<file path="src/rtl/ballast_seq_pkg.sv">
package ballast_seq_pkg;

  localparam int unsigned NUM_PHASES = 4;
  localparam int unsigned PHASE_W    = 2;

  typedef enum logic [PHASE_W-1:0] {
    PH_RST  = 2'd0,
    PH_HEAT = 2'd1,
    PH_IGN  = 2'd2,
    PH_BURN = 2'd3
  } bal_phase_t;

  typedef struct packed {
    logic osc_run;
    logic boot_chg;
    logic sense_cap;
    logic supply_alt;
    logic sweep_slow;
  } bal_ctl_t;

  // Control word each phase presents to the analog side.
  function automatic bal_ctl_t ctl_for(bal_phase_t p);
    bal_ctl_t c;
    c = '0;
    case (p)
      PH_RST:  c.boot_chg = 1'b1;
      PH_HEAT: c.osc_run  = 1'b1;
      PH_IGN: begin
        c.osc_run    = 1'b1;
        c.sense_cap  = 1'b1;
        c.supply_alt = 1'b1;
        c.sweep_slow = 1'b1;
      end
      PH_BURN: begin
        c.osc_run    = 1'b1;
        c.sense_cap  = 1'b1;
        c.supply_alt = 1'b1;
      end
      default: c.boot_chg = 1'b1;
    endcase
    return c;
  endfunction

endpackage

</file>
<file path="src/rtl/ballast_phase_timer.sv">
module ballast_phase_timer #(
  parameter int unsigned CNT_W = 8
) (
  input  logic             clk,
  input  logic             rst,
  input  logic             clr,
  input  logic             en,
  output logic [CNT_W-1:0] count
);

  // Phase timer: cleared on every phase change and by the lock,
  // so it never runs past the terminal value the FSM compares to.
  always_ff @(posedge clk) begin
    if (rst || clr) begin
      count <= '0;
    end else if (en) begin
      count <= count + 1'b1;
    end
  end

endmodule

</file>
<file path="src/rtl/ballast_phase_fsm.sv">
module ballast_phase_fsm
  import ballast_seq_pkg::*;
#(
  parameter int unsigned PH_TICKS  = 160,
  parameter int unsigned IGN_TICKS = 150,
  parameter int unsigned CNT_W     = 8
) (
  input  logic             clk,
  input  logic             rst,
  input  logic             start_ok,
  input  logic             below_stop,
  input  logic             below_rst,
  input  logic             lock,
  input  logic             fbtm,
  input  logic [CNT_W-1:0] count,
  output bal_phase_t       phase,
  output bal_phase_t       nxt,
  output logic             tmr_clr,
  output logic             tmr_en
);

  localparam logic [CNT_W-1:0] HEAT_LAST = CNT_W'(PH_TICKS - 1);
  localparam logic [CNT_W-1:0] IGN_LAST  = CNT_W'(IGN_TICKS - 1);

  logic brown;
  logic heat_done;
  logic ign_done;

  assign brown     = below_stop | below_rst;
  assign heat_done = (count == HEAT_LAST) && !lock;
  assign ign_done  = (count == IGN_LAST) || fbtm;

  always_comb begin
    nxt = phase;
    if (brown) begin
      nxt = PH_RST;
    end else begin
      case (phase)
        PH_RST:  if (start_ok)  nxt = PH_HEAT;
        PH_HEAT: if (heat_done) nxt = PH_IGN;
        PH_IGN:  if (ign_done)  nxt = PH_BURN;
        PH_BURN: nxt = PH_BURN;
        default: nxt = PH_RST;
      endcase
    end
  end

  assign tmr_en  = (phase == PH_HEAT) || (phase == PH_IGN);
  assign tmr_clr = (nxt != phase) || (phase == PH_RST) ||
                   ((phase == PH_HEAT) && lock);

  always_ff @(posedge clk) begin
    if (rst) begin
      phase <= PH_RST;
    end else begin
      phase <= nxt;
    end
  end

endmodule

</file>
<file path="src/rtl/ballast_out_reg.sv">
module ballast_out_reg
  import ballast_seq_pkg::*;
(
  input  logic                  clk,
  input  logic                  rst,
  input  bal_phase_t            nxt,
  output bal_ctl_t              ctl,
  output logic [NUM_PHASES-1:0] onehot
);

  logic [NUM_PHASES-1:0] oh_d;

  for (genvar g = 0; g < NUM_PHASES; g++) begin : g_oh
    assign oh_d[g] = (PHASE_W'(nxt) == PHASE_W'(g));
  end

  // Outputs are decoded from the next phase so that they change on
  // the same edge as the phase register.
  always_ff @(posedge clk) begin
    if (rst) begin
      ctl    <= ctl_for(PH_RST);
      onehot <= NUM_PHASES'(1);
    end else begin
      ctl    <= ctl_for(nxt);
      onehot <= oh_d;
    end
  end

endmodule

</file>
<file path="src/rtl/ballast_phase_seq.sv">
module ballast_phase_seq
  import ballast_seq_pkg::*;
#(
  parameter int unsigned PH_TICKS = 160
) (
  input  logic       clk,
  input  logic       rst,
  input  logic       sup_start_ok,
  input  logic       sup_below_stop,
  input  logic       sup_below_rst,
  input  logic       preheat_lock,
  input  logic       fbtm_reached,
  output logic       osc_run,
  output logic       boot_charge,
  output logic       sense_capmode,
  output logic       supply_alt,
  output logic       sweep_slow,
  output logic [3:0] phase_onehot
);

  localparam int unsigned IGN_TICKS = PH_TICKS - (PH_TICKS >> 4);
  localparam int unsigned CNT_W     = $clog2(PH_TICKS + 1);

  logic [CNT_W-1:0] count;
  bal_phase_t       phase;
  bal_phase_t       nxt;
  logic             tmr_clr;
  logic             tmr_en;
  bal_ctl_t         ctl;
  logic [NUM_PHASES-1:0] oh;

  ballast_phase_timer #(.CNT_W(CNT_W)) u_timer (
    .clk   (clk),
    .rst   (rst),
    .clr   (tmr_clr),
    .en    (tmr_en),
    .count (count)
  );

  ballast_phase_fsm #(
    .PH_TICKS  (PH_TICKS),
    .IGN_TICKS (IGN_TICKS),
    .CNT_W     (CNT_W)
  ) u_fsm (
    .clk        (clk),
    .rst        (rst),
    .start_ok   (sup_start_ok),
    .below_stop (sup_below_stop),
    .below_rst  (sup_below_rst),
    .lock       (preheat_lock),
    .fbtm       (fbtm_reached),
    .count      (count),
    .phase      (phase),
    .nxt        (nxt),
    .tmr_clr    (tmr_clr),
    .tmr_en     (tmr_en)
  );

  ballast_out_reg u_out (
    .clk    (clk),
    .rst    (rst),
    .nxt    (nxt),
    .ctl    (ctl),
    .onehot (oh)
  );

  assign osc_run       = ctl.osc_run;
  assign boot_charge   = ctl.boot_chg;
  assign sense_capmode = ctl.sense_cap;
  assign supply_alt    = ctl.supply_alt;
  assign sweep_slow    = ctl.sweep_slow;
  assign phase_onehot  = oh;

endmodule

</file>
<file path="config.mk">
export PLATFORM = sky130hd
export DESIGN_NAME = ballast_phase_seq
export DESIGN_NICKNAME = d
export VERILOG_FILES = /design/src/rtl/ballast_seq_pkg.sv /design/src/rtl/ballast_phase_timer.sv /design/src/rtl/ballast_phase_fsm.sv /design/src/rtl/ballast_out_reg.sv /design/src/rtl/ballast_phase_seq.sv
export SDC_FILE = /design/constraint.sdc
export NUM_CORES = 1
export LEC_CHECK = 0
export ABC_AREA = 1
export CAP_MARGIN = 10
export CELL_PAD_IN_SITES_DETAIL_PLACEMENT = 1
export CELL_PAD_IN_SITES_GLOBAL_PLACEMENT = 1
export CORE_MARGIN = 5
export CORE_UTILIZATION = 30
export DETAILED_ROUTE_END_ITERATION = 6
export HOLD_SLACK_MARGIN = 0.12
export PLACE_DENSITY = 0.75
export SLEW_MARGIN = 20
export SYNTH_ARGS = -nofsm -noshare
export SYNTH_HDL_FRONTEND = slang
export SYNTH_SLANG_ARGS = --single-unit
export TNS_END_PERCENT = 1
</file>
<file path="constraint.sdc">
create_clock -name clk -period 2 [get_ports clk]
set_input_delay 0.3 -clock clk [delete_from_list [all_inputs] [get_ports clk]]
set_output_delay 0.3 -clock clk [all_outputs]
set_load 0.02 [all_outputs]
</file>
# == Yosys cells after proc, flatten, opt, wreduce, memory -nomap -nowiden ==
# Index checks and enable logic that the tools add are counted.
# totals
word_cells,40
reg_bits,19
input_bits,7
# op_classes
n_reduce_logical,12
muxes,9
eq_ne,9
n_addsub,1
bitwise,1
# ops
cell,n
"== test 8 bit, second input constant",2
2-to-1 mux 2 bit,5
"adder 8 x 1 -> 8 bit, second input constant",1
"== test 2 bit, second input constant",4
one-hot mux 2 bit (4 select lines),1
logical OR 1 bit,5
"== test 2 x 1 -> 1 bit, second input constant",2
logical NOT 2 bit,2
2-to-1 mux 1 bit,3
OR reduction 3 bit,1
logical AND 1 bit,2
inequality test 2 bit,1
OR reduction 2 bit,1
logical NOT 1 bit,1
OR 1 bit,1

# == Depth between registers and ports, before layout ==
# Gate-level depths: netlist of the first run.
# logic_depth
ltp_word,9
ltp_mapped,14
depth_no_buf,14

# == Cells and area by module ==
# A second synthesis of the first run with hierarchy kept.
# unflattened
hier_cells,128
hier_area_um2,874.6
# by_module_without_submodules
mod,seq_area_each_um2,area_per_inst_um2,n_inst,cells_each
ballast_phase_timer,160.2,377.9,1,50
ballast_phase_fsm,40.0,312.8,1,59
ballast_out_reg,120.1,183.9,1,19

# == Worst setup path before layout of the first run ==
# Ideal clock, no wire load.
# synth_timing
path_kind,flip-flop to flip-flop
from,"register, netlist name u_out.ctl[1]"
to,register u_timer.count[7]
setup_ps,116
required_ps,1884
path_stages_with_launch,9
path_slack_ps,246
n_path_buf,0
arrival_ps,1638
cell_sequence,dfxtp_1 -> inv_1 -> ha_1 -> nand2_1 -> nor2_1 -> nand4_1 -> nor2_1 -> xnor2_1 -> nor2_1
# synth_rtl
item,line,source
end signal: assignment,ballast_phase_timer.sv:17,count <= count + 1'b1;
end: declaration,ballast_phase_timer.sv:8,output logic [CNT_W-1:0] count

==> flow_summary.toml, run 1 <==
[run_status]
outcome = "finished, final reports clean"

[layout]
stdcell_count = 157
drive_above_1_share_pct = 11.0
fin_area_um2 = 998
seq_area_um2 = 300
syn_to_final_growth_pct = 27.5
diodes = 0
multiInputGateArea_um2 = 415
fillers = 320
nets = 141

[critical_path]
slowest_delay_ns = 0.34
crit_type = "reg -> reg"
arrival_ns = 1.90
crit_slowest_cell = "dfxtp_1"
worst_r2r_endpoint = "u_timer.count[0]"
startpoint = "u_out.ctl[1]"
r2r-start = "u_out.ctl[1]"
worstRegToRegCells = 11
path_max_fanout = 8
cp_cell_sequence = "inv_1 > ha_1 > inv_1 > nor2_1 > a21oi_1 > nand2_1 > nand2_1 > nand2_1 > nor2_2 > nand2_2 > nor2_1"
worstSetupEndpointType = "register"
required_ns = 2.23
startpoint_type = "register"
cpMostUsedCell = "nand2_1"
reg2reg_slack_ns = 0.33

[die]
die_h_um = 61.1
core_area_um2 = 2480
die_w_um = 61.1
io_pins = 16
fp-row-count = 18
die-area_um2 = 3730
start_util_pct = 31.6

[clocking]
insertion_delay_ns = 0.29
clk_path_buf_depth = 2
cts.sinks = 15
clkSlewWorstSetupHoldPaths_ns = 0.09
cts_max_level = 1
cts_tree = "yes"
post-cts-setup-buffers = 0
cts_root_buf = "clkbuf_4"
postCtsResizedCells = 0
cts_made_buffers = 3
ctsHoldBuffers = 0

[synthesis]
synth_common_cells = "26 x nand2_1, 21 x nor2_1, 15 x dfxtp_1, 12 x inv_1, 6 x ha_1"
ys_ff_latch = 15
async_flop_share_pct = 0
ys_types = 16
synth_flop_cell = "dfxtp_1"
yosysSeqAreaShare_pct = 38.3
synth.most_common_cell = "nand2_1"
synth_warnings = 0
avgSynthCellArea_um2 = 7.25
synth_edf_count = 0
synth_area_um2 = 783
yosys-top-cells-area = "dfxtp_1 38%, nand2_1 12%, nor2_1 10%"
synth_nets = 121
yosysTopAreaCell = "dfxtp_1"
syn_inst = 108
synth.top_cell.area_share_pct = 38.3

[pwr]
p_per_area_nw_per_um2 = 524
p_comb_share_pct = 8.3
p_leak_nw = 0.402
ir_worst_vdd_mv = 0.353
swShare_pct = 24.1
p_sw_w = 0.000126
pwr-share-clk_pct = 34.0
total_power_w = 0.000523
seqPwrFrac_pct = 57.7
intPower_w = 0.000398

[grt]
track_usage_pct = 11.6
grt_max_degree = 10
grt_pass1_vias = 737
grt_overflow_total = 0
grt_pass1_wl_um = 3100
antenna_found_initial = 0

[placement]
gp_congestion = 0.748
dpl_cell_area_um2 = 971
io_buffers = 15
dpl.hpwl_um = 1510
dp_cells = 153

[sta]
slew_headroom_pct = 83.9
setup_viol = 0
worstMarginPinSlew_ns = 0.241
slew_viol_final = 0
period_share_pct = 83.4
finClkSkew_ns = 0.00336
fin_setup_tns_ns = 0
hold_violations = 0
finalCriticalPeriod_ns = 1.67
max_freq_mhz = 600
holdWs_ns = 0.539
rsz0062_at_grt = "no"

[hold_path]
hold_start = "u_timer.count[6]"
hold_path.class = "reg -> reg"
hold_depth = 2
holdPathEnd = "u_timer.count[6]"

[detailed_routing]
vias = 694
drtIter0Drc = 13
routed_wl_um = 1810
route.antenna.remaining_nets = 0
route.detailed.drc = 0
routed_via_density = 4.42
wl_per_cell_um = 11.5
dr.pass1.iters = 2

[flow_run]
max-cap-violations = 0
## worst max path at each step
| stage | slack, ns | depth (start not counted) | to |
|---|---|---|---|
| after floorplan | 0.25 | 8 | u_timer.count[7] |
| after global placement | 0.18 | 10 | u_timer.count[6] |
| after detailed placement | 0.08 | 10 | u_timer.count[4] |
| after CTS | 0.29 | 12 | u_timer.count[4] |
| after global routing | 0.07 | 11 | u_timer.count[0] |
| final | 0.33 | 11 | u_timer.count[0] |
## cells by family after synthesis
family	count (synthesis)	synth area share, %
fa+ha+maj	6	9.58
simple gates	61	33.5
compound gates	5	3.19
buf+inv	15	8.63
flops	15	38.3
xor+xnor	6	6.71
## cell usage in the layout, fill, tap and decap left out, drive strengths merged, types with 3 or more instances in the layout
cell / synthesis / layout
ha: 6 / 6
nand2: 29 / 29
inv: 12 / 12
nand3: 6 / 6
clkdlybuf4s50: 0 / 15
buf: 3 / 3
xnor2: 3 / 3
nor2: 24 / 24
a21oi: 3 / 3
clkbuf: 0 / 3
dfxtp: 15 / 15
xor2: 3 / 3
## power groups by stage
| stage | Clock [W] | Sequential, W | Combinational, W |
|---|---|---|---|
| after floorplan | 0 | 0.000312 | 0.0000175 |
| after global placement | 0 | 0.000309 | 0.0000428 |
| after detailed placement | 0 | 0.000309 | 0.0000441 |
| after CTS | 0.000194 | 0.000302 | 0.0000442 |
| after global routing | 0.000200 | 0.000303 | 0.0000483 |
| final | 0.000178 | 0.000302 | 0.0000434 |
## registers in the layout, summed over array words and instances, names as in the netlist
register and count:
u_fsm.phase 1, u_out.ctl 2, u_out.onehot 4, u_timer.count 8
## stage by stage
| step | utilization, % | setup WS (ns) |
|---|---|---|
| floorplan | - | 0.246 |
| global placement | 39.2 | 0.183 |
| detailed placement | 39.2 | 0.0764 |
| CTS | 40.3 | 0.285 |
| global route | 40.3 | 0.0687 |
| finish | 40.3 | 0.333 |
## metal layers
layer | share of wire, % | routed length, µm | vias to the layer above | track usage (%)
li1 | - | - | 363 | -
met1 | 42 | 756 | 319 | 12.4
met2 | 52 | 945 | 7 | 20.4
met3 | 3.3 | 60 | 5 | 2.73
met4 | 2.4 | 44 | 0 | 7.43
met5 | 0 | 0 | - | 0
## cell type report
cell class                      count  share of cell area [%]
Clock inverter                      1                   0.501
Multi-Input combinational cell     78                    41.6
Clock buffer                        3                    2.26
Sequential cell                    15                    30.1
Inverter                           12                    4.51
Tap cell                           30                    3.76
Timing Repair Buffer               18                    17.3
## worst max-delay path: cells and delay by family, from the launching register on
family,cells,cell delay [ns]
AND/OR/NAND/NOR,7,0.68
AO/OA/AOI/OAI,1,0.19
adder cells (fa/ha/maj),1,0.22
buffers and inverters,2,0.19
flip-flops,1,0.34
No activity file was read; power rests on OpenSTA's default activity.
==> run 2, diff against run 1 <==
==> constraint.sdc (replaced) <==
create_clock -name clk -period 1.61 [get_ports clk]
set_input_delay 0.2415 -clock clk [delete_from_list [all_inputs] [get_ports clk]]
set_output_delay 0.2415 -clock clk [all_outputs]
set_load 0.02 [all_outputs]
==> flow_summary.toml, run 2 (same netlist as run 1, synthesis figures left out) <==
[sta]
worstMarginPinSlew_ns = 0.233
slew_headroom_pct = 84.4
period_share_pct = 101
fin_setup_tns_ns = -0.0132
max_freq_mhz = 616
rsz0062_at_grt = "yes"
finalWorstSetupSlack_ns = -0.0127
finClkSkew_ns = 0.00201
hold_violations = 0
slew_viol_final = 0
setup_viol = 2
finalCriticalPeriod_ns = 1.62

[die]
die_h_um = 61.1
io_pins = 16
die-area_um2 = 3730
die_w_um = 61.1
core_area_um2 = 2480
start_util_pct = 31.6
fp-row-count = 18

[pwr]
p_per_area_nw_per_um2 = 569
pwr-share-clk_pct = 32.3
ir_worst_vdd_mv = 0.505
seqPwrFrac_pct = 57.6
p_comb_share_pct = 10.1
p_leak_nw = 0.439
intPower_w = 0.000495
swShare_pct = 23.1
total_power_w = 0.000643
p_sw_w = 0.000149

[clocking]
cts_made_buffers = 3
cts_max_level = 1
cts.sinks = 15
cts_root_buf = "clkbuf_4"
cts_tree = "yes"
insertion_delay_ns = 0.27
ctsHoldBuffers = 0
clk_path_buf_depth = 2
clkSlewWorstSetupHoldPaths_ns = 0.09

[critical_path]
startpoint_type = "register"
worstRegToRegCells = 12
worst_r2r_endpoint = "u_timer.count[6]"
path_max_fanout = 8
cpMostUsedCell = "nand2_1"
worstSetupEndpointType = "register"
reg2reg_slack_ns = -0.01
r2r-start = "u_timer.count[0]"
crit_buf_inv = 0
arrival_ns = 1.80
crit_slowest_cell = "dfxtp_4"
crit_family = "simple AND/OR/NAND/NOR gates"
crit_type = "reg -> reg"
required_ns = 1.78
cp_cell_sequence = "ha_4 > nand3_2 > nor2_2 > nand2_1 > nand2_1 > nand2_1 > nand2_1 > nand2_2 > o21ai_2 > nand2_2 > nand2_4 > nor2_1"
slowest_delay_ns = 0.39

[detailed_routing]
dr.pass1.iters = 4
vias = 729
drtIter0Drc = 20
routed_via_density = 4.50
routed_wl_um = 1970
wl_per_cell_um = 12.2
route.detailed.drc = 0
route.antenna.remaining_nets = 0

[layout]
syn_to_final_growth_pct = 44.4
utilization_pct = 45.7
largest_register = "u_timer.count"
diodes = 0
multiInputGateArea_um2 = 498
drive_above_1_share_pct = 30.3
largest_registers = "u_timer.count x8, u_out.onehot x4, u_out.ctl x2"
stdcell_count = 162
seq_area_um2 = 312
final_common_cell = "nand2_1"
largest_reg_flops = 8
fillers = 307
nets = 146
fin_area_um2 = 1130
most-common-layout-cells = "24 x nand2_1, 13 x nor2_1, 13 x clkdlybuf4s50_1"

[grt]
antenna_found_initial = 0
grt_overflow_total = 0
track_usage_pct = 11.4
grt_max_degree = 10
grt_pass1_vias = 756
grt_pass1_wl_um = 3130

[placement]
gp_congestion = 0.763
dpl_cell_area_um2 = 1000
dpl.hpwl_um = 1570
dp_cells = 157
io_buffers = 15

[run_status]
outcome = "finished with violations"
violations = "negative setup slack"

[hold_path]
hold_depth = 2
hold_path.class = "reg -> reg"
hold_start = "u_timer.count[6]"
holdPathEnd = "u_timer.count[6]"

[flow_run]
max-cap-violations = 0
## run 2: cell count changes in the layout (fill, tap and decap cells not counted), moves of 3 or more
| cell | before | now |
|---|---|---|
| buf_4 | 3 | 8 |
| dfxtp_1 | 15 | 12 |
| dfxtp_4 | 0 | 3 |
| nor2_1 | 21 | 13 |
| nor2_2 | 3 | 10 |
## run 2: through the flow
stage,hold WS [ns],worst slack (ns)
final,0.539,-0.0127
after global routing,0.577,-0.140
after CTS,0.558,-0.0124
after detailed placement,0.533,-0.109
after global placement,0.510,-0.0606
after floorplan,0.305,0.0443
## run 2: layout make-up
type	count	share of cell area, %
clock buffer	3	1.99
clock inverter	1	0.442
inverter	12	4.31
multi-input combinational	78	44.0
sequential	15	27.5
tap	30	3.32
timing repair buffer	23	18.4
## run 2: power by group through the flow
| stage | combinational (W) | sequential, W | clock [W] |
|---|---|---|---|
| finish | 0.0000652 | 0.000370 | 0.000208 |
| global placement | 0.0000585 | 0.000382 | 0 |
| CTS | 0.0000622 | 0.000374 | 0.000222 |
| floorplan | 0.0000217 | 0.000386 | 0 |
| detailed placement | 0.0000603 | 0.000382 | 0 |
| global route | 0.0000711 | 0.000371 | 0.000234 |
## run 2: tightest hold or removal path, cell delays in order (launching register included)
cell	delay, ns
dfxtp_1	0.35
xor2_1	0.08
nor2_1	0.08
## run 2: how the worst max path moves through the flow
stage | end | slack [ns] | start | cells after the start
finish | u_timer.count[6] | -0.01 | u_timer.count[0] | 12
global route | u_timer.count[6] | -0.14 | u_timer.count[1] | 12
global placement | u_timer.count[4] | -0.06 | preheat_lock | 11
floorplan | u_timer.count[7] | 0.04 | u_out.ctl[1] | 8
CTS | u_timer.count[0] | -0.01 | u_timer.count[0] | 13
detailed placement | u_timer.count[0] | -0.11 | preheat_lock | 11
## run 2: per-layer routing
layer / GRT usage (%) / share of wire (%) / vias up
li1: - / - / 376
met1: 13.3 / 44 / 345
met2: 20.1 / 53 / 6
met3: 2.52 / 2.6 / 2
met4: 4.64 / 0.86 / 0
met5: 0 / 0 / -
## run 2: timing repair
action	CTS	global route
gates resized for setup	7	22
pin swaps	2	14
setup endpoints to repair	10	13
cloned	0	0
buffers inserted	0	1
